### src/rtl/vcm_i2c_pkg.sv
package vcm_i2c_pkg;

    localparam int BYTE_W   = 8;
    localparam int WORD_W   = 2 * BYTE_W;
    localparam int CODE_W   = 10;
    localparam int CODE_LSB = 4;
    localparam int PD_BIT   = 15;
    localparam int CNT_W    = $clog2(BYTE_W);

    typedef enum logic [2:0] {
        ST_IDLE,
        ST_ADDR,
        ST_ADDR_ACK,
        ST_WR_BYTE,
        ST_WR_ACK,
        ST_RD_BYTE,
        ST_RD_ACK,
        ST_IGNORE
    } link_state_t;

endpackage

### src/rtl/vcm_line_sync.sv
module vcm_line_sync #(
    parameter int STAGES = 2
) (
    input  logic clk,
    input  logic rst_n,
    input  logic line_i,
    output logic line_s,
    output logic rise,
    output logic fall
);
    logic [STAGES-1:0] chain;
    logic              prev;

    // Bus lines idle high, so the chain resets to ones.
    always_ff @(posedge clk or negedge rst_n) begin
        if (!rst_n) begin
            chain <= '1;
            prev  <= 1'b1;
        end else begin
            chain <= {chain[STAGES-2:0], line_i};
            prev  <= chain[STAGES-1];
        end
    end

    assign line_s = chain[STAGES-1];
    assign rise   = line_s & ~prev;
    assign fall   = ~line_s & prev;
endmodule

### src/rtl/vcm_code_regs.sv
module vcm_code_regs
    import vcm_i2c_pkg::*;
(
    input  logic              clk,
    input  logic              rst_n,
    input  logic              load,
    input  logic [WORD_W-1:0] load_word,
    input  logic              clear,
    output logic [WORD_W-1:0] in_word,
    output logic [CODE_W-1:0] dac_code,
    output logic              pwr_down
);
    logic [WORD_W-1:0] in_q;
    logic [CODE_W-1:0] code_q;
    logic              pd_q;

    always_ff @(posedge clk or negedge rst_n) begin
        if (!rst_n) begin
            in_q   <= '0;
            code_q <= '0;
            pd_q   <= 1'b0;
        end else if (load) begin
            in_q   <= load_word;
            code_q <= load_word[CODE_LSB +: CODE_W];
            pd_q   <= load_word[PD_BIT];
        end else if (clear) begin
            in_q   <= '0;
        end
    end

    assign in_word  = in_q;
    assign dac_code = code_q;
    assign pwr_down = pd_q;
endmodule

### src/rtl/vcm_link_fsm.sv
module vcm_link_fsm
    import vcm_i2c_pkg::*;
#(
    parameter logic [6:0] DEV_ADDR   = 7'b0001100,
    parameter int         IGNORE_LSB = 2
) (
    input  logic              clk,
    input  logic              rst_n,
    input  logic              scl_s,
    input  logic              scl_rise,
    input  logic              scl_fall,
    input  logic              sda_s,
    input  logic              sda_rise,
    input  logic              sda_fall,
    input  logic [WORD_W-1:0] in_word,
    output logic              sda_oe,
    output logic              commit,
    output logic [WORD_W-1:0] commit_word,
    output logic              rd_done,
    output link_state_t       state
);
    localparam int MATCH_W = 7 - IGNORE_LSB;

    link_state_t       state_q, state_d;
    logic [CNT_W-1:0]  cnt_q;
    logic [BYTE_W-2:0] shreg_q;
    logic [BYTE_W-1:0] hold_q;
    logic [WORD_W-1:0] tx_q;
    logic              rw_q, phase_q, second_q, oe_q;

    logic              start, stop, last_bit, addr_hit;
    logic [BYTE_W-1:0] byte_nx;

    assign start    = scl_s & sda_fall;
    assign stop     = scl_s & sda_rise;
    assign byte_nx  = {shreg_q, sda_s};
    assign last_bit = (cnt_q == CNT_W'(BYTE_W - 1));
    assign addr_hit = (byte_nx[BYTE_W-1 -: MATCH_W] == DEV_ADDR[6 -: MATCH_W]);

    // Next-state logic
    always_comb begin
        state_d = state_q;
        if (start) begin
            state_d = ST_ADDR;
        end else if (stop) begin
            state_d = ST_IDLE;
        end else begin
            unique case (state_q)
                ST_IDLE, ST_IGNORE: state_d = state_q;
                ST_ADDR:
                    if (scl_rise && last_bit)
                        state_d = addr_hit ? ST_ADDR_ACK : ST_IGNORE;
                ST_ADDR_ACK:
                    if (scl_fall && phase_q)
                        state_d = rw_q ? ST_RD_BYTE : ST_WR_BYTE;
                ST_WR_BYTE:
                    if (scl_rise && last_bit) state_d = ST_WR_ACK;
                ST_WR_ACK:
                    if (scl_fall && phase_q)
                        state_d = second_q ? ST_IGNORE : ST_WR_BYTE;
                ST_RD_BYTE:
                    if (scl_rise && last_bit) state_d = ST_RD_ACK;
                ST_RD_ACK:
                    if (scl_rise && phase_q)
                        state_d = (second_q || sda_s) ? ST_IGNORE : ST_RD_BYTE;
                default: state_d = ST_IDLE;
            endcase
        end
    end

    // State register
    always_ff @(posedge clk or negedge rst_n) begin
        if (!rst_n) state_q <= ST_IDLE;
        else        state_q <= state_d;
    end

    // Datapath and SDA drive
    always_ff @(posedge clk or negedge rst_n) begin
        if (!rst_n) begin
            cnt_q    <= '0;
            shreg_q  <= '0;
            hold_q   <= '0;
            tx_q     <= '0;
            rw_q     <= 1'b0;
            phase_q  <= 1'b0;
            second_q <= 1'b0;
            oe_q     <= 1'b0;
        end else if (start) begin
            cnt_q    <= '0;
            phase_q  <= 1'b0;
            second_q <= 1'b0;
            oe_q     <= 1'b0;
        end else if (stop) begin
            oe_q     <= 1'b0;
        end else begin
            unique case (state_q)
                ST_ADDR: begin
                    if (scl_rise) begin
                        shreg_q <= byte_nx[BYTE_W-2:0];
                        cnt_q   <= cnt_q + 1'b1;
                        if (last_bit) begin
                            rw_q    <= byte_nx[0];
                            tx_q    <= in_word;
                            phase_q <= 1'b0;
                        end
                    end
                end
                ST_ADDR_ACK: begin
                    if (scl_fall) begin
                        if (!phase_q) begin
                            oe_q    <= 1'b1;
                            phase_q <= 1'b1;
                        end else begin
                            phase_q <= 1'b0;
                            cnt_q   <= '0;
                            if (rw_q) begin
                                oe_q <= ~tx_q[WORD_W-1];
                                tx_q <= tx_q << 1;
                            end else begin
                                oe_q <= 1'b0;
                            end
                        end
                    end
                end
                ST_WR_BYTE: begin
                    if (scl_rise) begin
                        shreg_q <= byte_nx[BYTE_W-2:0];
                        cnt_q   <= cnt_q + 1'b1;
                        if (last_bit) begin
                            phase_q <= 1'b0;
                            if (!second_q) hold_q <= byte_nx;
                        end
                    end
                end
                ST_WR_ACK: begin
                    if (scl_fall) begin
                        if (!phase_q) begin
                            oe_q    <= 1'b1;
                            phase_q <= 1'b1;
                        end else begin
                            oe_q     <= 1'b0;
                            phase_q  <= 1'b0;
                            cnt_q    <= '0;
                            second_q <= 1'b1;
                        end
                    end
                end
                ST_RD_BYTE: begin
                    if (scl_fall) begin
                        oe_q <= ~tx_q[WORD_W-1];
                        tx_q <= tx_q << 1;
                    end
                    if (scl_rise) begin
                        cnt_q <= cnt_q + 1'b1;
                        if (last_bit) phase_q <= 1'b0;
                    end
                end
                ST_RD_ACK: begin
                    if (scl_fall && !phase_q) begin
                        oe_q    <= 1'b0;
                        phase_q <= 1'b1;
                    end
                    if (scl_rise && phase_q && !second_q && !sda_s) begin
                        second_q <= 1'b1;
                        cnt_q    <= '0;
                    end
                end
                default: oe_q <= 1'b0;
            endcase
        end
    end

    // Outputs
    always_comb begin
        commit      = (state_q == ST_WR_BYTE) && scl_rise && last_bit && second_q
                      && !start && !stop;
        commit_word = {hold_q, byte_nx};
        rd_done     = (state_q == ST_RD_ACK) && scl_rise && phase_q && second_q
                      && !start && !stop;
        sda_oe      = oe_q;
        state       = state_q;
    end
endmodule

### src/rtl/vcm_i2c_dac_target.sv
module vcm_i2c_dac_target
    import vcm_i2c_pkg::*;
#(
    parameter logic [6:0] DEV_ADDR    = 7'b0001100,
    parameter int         IGNORE_LSB  = 2,
    parameter int         SYNC_STAGES = 2
) (
    input  logic              clk,
    input  logic              rst_n,
    input  logic              scl_i,
    input  logic              sda_i,
    output logic              sda_oe,
    output logic [CODE_W-1:0] dac_code,
    output logic              pwr_down
);
    logic              scl_s, scl_rise, scl_fall;
    logic              sda_s, sda_rise, sda_fall;
    logic              wr_commit, rd_done;
    logic [WORD_W-1:0] commit_word, in_word;
    link_state_t       link_state;

    vcm_line_sync #(.STAGES(SYNC_STAGES)) u_scl_sync (
        .clk(clk), .rst_n(rst_n), .line_i(scl_i),
        .line_s(scl_s), .rise(scl_rise), .fall(scl_fall)
    );

    vcm_line_sync #(.STAGES(SYNC_STAGES)) u_sda_sync (
        .clk(clk), .rst_n(rst_n), .line_i(sda_i),
        .line_s(sda_s), .rise(sda_rise), .fall(sda_fall)
    );

    vcm_link_fsm #(.DEV_ADDR(DEV_ADDR), .IGNORE_LSB(IGNORE_LSB)) u_fsm (
        .clk(clk), .rst_n(rst_n),
        .scl_s(scl_s), .scl_rise(scl_rise), .scl_fall(scl_fall),
        .sda_s(sda_s), .sda_rise(sda_rise), .sda_fall(sda_fall),
        .in_word(in_word), .sda_oe(sda_oe),
        .commit(wr_commit), .commit_word(commit_word),
        .rd_done(rd_done), .state(link_state)
    );

    vcm_code_regs u_regs (
        .clk(clk), .rst_n(rst_n),
        .load(wr_commit), .load_word(commit_word), .clear(rd_done),
        .in_word(in_word), .dac_code(dac_code), .pwr_down(pwr_down)
    );
endmodule

### config.mk
export PLATFORM = sky130hd
export DESIGN_NAME = vcm_i2c_dac_target
export DESIGN_NICKNAME = d
export VERILOG_FILES = /design/src/rtl/vcm_i2c_pkg.sv /design/src/rtl/vcm_line_sync.sv /design/src/rtl/vcm_code_regs.sv /design/src/rtl/vcm_link_fsm.sv /design/src/rtl/vcm_i2c_dac_target.sv
export SDC_FILE = /design/constraint.sdc
export NUM_CORES = 1
export LEC_CHECK = 0
export BUFFER_PORTS_ARGS = -buffer_cell sky130_fd_sc_hd__buf_2
export CAP_MARGIN = 15
export CORE_MARGIN = 2
export CORE_UTILIZATION = 35
export DETAILED_ROUTE_END_ITERATION = 10
export PLACE_DENSITY = 0.6
export SYNTH_ARGS = -nofsm -noshare
export SYNTH_HDL_FRONTEND = slang
export SYNTH_SLANG_ARGS = --single-unit
### constraint.sdc
create_clock -name clk -period 6.7 [get_ports clk]
set_clock_uncertainty 0.1 [all_clocks]
set_input_delay 1.005 -clock clk [delete_from_list [all_inputs] [get_ports clk]]
set_output_delay 1.005 -clock clk [all_outputs]
set_load 0.05 [all_outputs]
==> results.yml <==
drt:
  drtPass1Iterations: 4
  route.detailed.drc: 0
  post_drt_wl_per_cell_um: 16.1
  first_iter_violations: 160
  postRouteAntennaNets: 0
  routed_wl_um: 6730
  vias: 2153
  vias_per_cell: 5.15
pwr:
  p_leak_uw: 0.00183
  ir_drop_uv: 141
  p_int_uw: 710
  sw_frac_of_total_pct: 25.7
  sequentialPowerShare_pct: 52.4
  clkPwrFrac_pct: 39.1
  powerDensity_nw_per_um2: 247
  pwr-share-comb_pct: 8.5
  switchingPower_uw: 245
sta:
  finalCritPeriodShare_pct: 43.3
  tns_ps: 0
  slew_viol_final: 0
  grt_setup_unrepaired: "false"
  hold_viol: 0
  period_needed_ps: 2900
  fmax_ghz: 0.344
  setup_violations: 0
  max-slew-margin-rel_pct: 37.8
  worst_pin_slew_ps: 933
logic_synthesis:
  synthTopCellsByArea: "dfrtp_1 49%, mux2_2 17%, dfstp_2 4.5%"
  synth-edff-count: 0
  synth_compound_area_share_pct: 13.6
  yosys.area.top_type: "dfrtp_1"
  synth-seq-cells: 74
  synth_fa_ha_area_share_pct: 0.715
  syn_inst: 269
  synth-simple-area-share_pct: 7.97
  synth-seq-area-share_pct: 53.1
  synth_area_per_cell_sq_um: 13.0
  yosysWarnings: 0
  synth.mux.area_fraction_pct: 19.6
  synth_flop_cell: "dfrtp_1"
  synthXorXnorAreaFrac_pct: 1.04
  synth_area_sq_um: 3500
  synth_top_family_by_area: "multiplexers"
  synthArstFlopShare_pct: 100
  synth_top_cell_area_share_pct: 48.6
  synth_cell_types: 53
  syn_nets: 275
cells_and_area:
  mostFrequentLayoutCells: "68 x dfrtp_1, 53 x mux2_2, 18 x a22o_1, 14 x buf_2, 10 x a21oi_1"
  num_antenna_cells: 0
  stdcell_area_sq_um: 3870
  area_growth_pct: 10.5
  nFillCells: 977
  nets: 287
  drive_gt1_share_pct: 37.2
  final_common_cell: "dfrtp_1"
grt:
  grtUsageMet2_pct: 19.6
  track_usage_pct: 13.4
  grt_pass1_wl_um: 11800
  grt_max_degree: 75
  use_met1_pct: 19.6
  antenna_found_initial: 0
  grt-busiest-layer: "met2"
  grt_pass1_vias: 2215
  met3_usage_pct: 1.69
  grt-ovfl-total: 0
cts:
  cts_resized: 0
  cts_setup_buffers: 0
  clock_path_buffers: 2
  root_buffer: "clkbuf_8"
  cts_tree: "built"
  clock_latency_ps: 340
  cts_buffers: 9
  clk_pin_slew_ps: 80
  htree_levels: 3
  cts.sink_count: 74
  cts_hold_buffers: 0
critical_path:
  critPathLaunchType: "flop"
  cp-end-kind: "flop"
  crit_required_ps: 6830
  cp_max_fo: 27
  critical_path_class: "flop to flop"
  cp.arrival_ps: 3030
outcome:
  status: "finished, final reports clean"
placement:
  numPortBuffers: 15
  gp_congestion: 0.804
  placed_area_sq_um: 3650
  dp_hpwl_um: 4250
floorplanning:
  coreArea_sq_um: 9730
  ioPinCount: 16
  start_util_pct: 36.0
  dieWidth_um: 104
  dieArea_sq_um: 10800
  die-height_um: 104
  rows: 36
job:
  max_cap_violations: 0
min_path:
  hold_class: "flop to flop"
## final timing paths
path | from | cells past startpoint | end | slack [ps]
setup / recovery | u_fsm.state[0]$_DFFE_PN0P_ | 5 | u_regs.dac_code[9]$_DFFE_PN0N_ | 3800
setup reg to reg | u_fsm.state[0]$_DFFE_PN0P_ | 5 | u_regs.dac_code[9]$_DFFE_PN0N_ | 3800
min in group asynchronous | rst_n | 1 | u_fsm.cnt_q[2]$_DFFE_PN0P_ | 680
hold reg to reg | u_sda_sync.chain[0]$_DFF_PN1_ | 0 | u_sda_sync.chain[1]$_DFF_PN1_ | 260
max in group asynchronous | rst_n | 1 | u_fsm.shreg_q[5]$_DFFE_PN0P_ | 5180
hold / removal | u_sda_sync.chain[0]$_DFF_PN1_ | 0 | u_sda_sync.chain[1]$_DFF_PN1_ | 260
## state kept, by name, summed over array words and instances, names as in the netlist, 2 cells and up
register / count
u_fsm.cnt_q: 3
u_fsm.tx_q: 16
u_sda_sync.chain: 2
u_fsm.hold_q: 8
u_regs.dac_code: 10
u_scl_sync.chain: 2
u_regs.in_word: 16
u_fsm.state: 3
u_fsm.shreg_q: 7
## cell families (layout without fill, tap and decap cells)
| logic type | count (synthesis) | count (layout) |
|---|---|---|
| flops | 74 | 74 |
| compound gates | 63 | 63 |
| mux | 60 | 60 |
| simple gates | 44 | 44 |
| buf+inv | 24 | 40 |
| fa+ha+maj | 2 | 2 |
| xor+xnor | 2 | 2 |
## cell usage after synthesis (4+ instances only)
master	n
dfrtp_1	68
o21ai_0	9
a311oi_1	4
buf_2	4
a22o_1	18
a21oi_1	10
inv_1	7
mux2_2	53
nand2b_1	6
mux2_4	4
nor2b_1	5
nand2_1	9
clkbuf_1	6
nor2_1	5
dfstp_2	6
## layout make-up
type / instances / area, sq um / area share (%)
flip-flops and latches: 74 / 1860 / 48.1
multi-input cells: 171 / 1500 / 38.8
well taps: 133 / 166 / 4.30
clock buffers: 9 / 124 / 3.20
repair buffers: 18 / 100 / 2.59
clock inverters: 6 / 90.1 / 2.33
inverters: 7 / 26.3 / 0.679
## power groups by stage
stage | Sequential (uW) | Combinational, uW | Clock [uW]
2_1_floorplan | 494 | 61.9 | 0
3_3_place_gp | 508 | 80.1 | 0
3_5_place_dp | 509 | 81.4 | 0
4_1_cts | 501 | 81.7 | 389
5_1_grt | 504 | 90.1 | 408
6_report | 500 | 80.8 | 374
## metal layers
metal | share of wire, % | routed length (um)
met1 | 50 | 3360
met2 | 46 | 3110
met3 | 2.1 | 140
met4 | 1.8 | 124
met5 | 0 | 0
## worst max-delay path, stage by stage (launching register included)
cell and delay (ps):
dfrtp_1 680, inv_1 340, nor4_4 690, and4_1 270, buf_4 330, mux2_2 380
## stage by stage
step,util (%),setup WS (ps),hold slack [ps],power [uW],cells
after global routing,39.8,3630,263,1000,418
final,39.8,3800,257,955,418
after CTS,39.8,3850,259,971,418
after global placement,37.6,3990,245,588,403
after detailed placement,37.6,3860,247,591,403
after floorplan,-,4410,245,556,269
(Power assumes the default switching activity.)
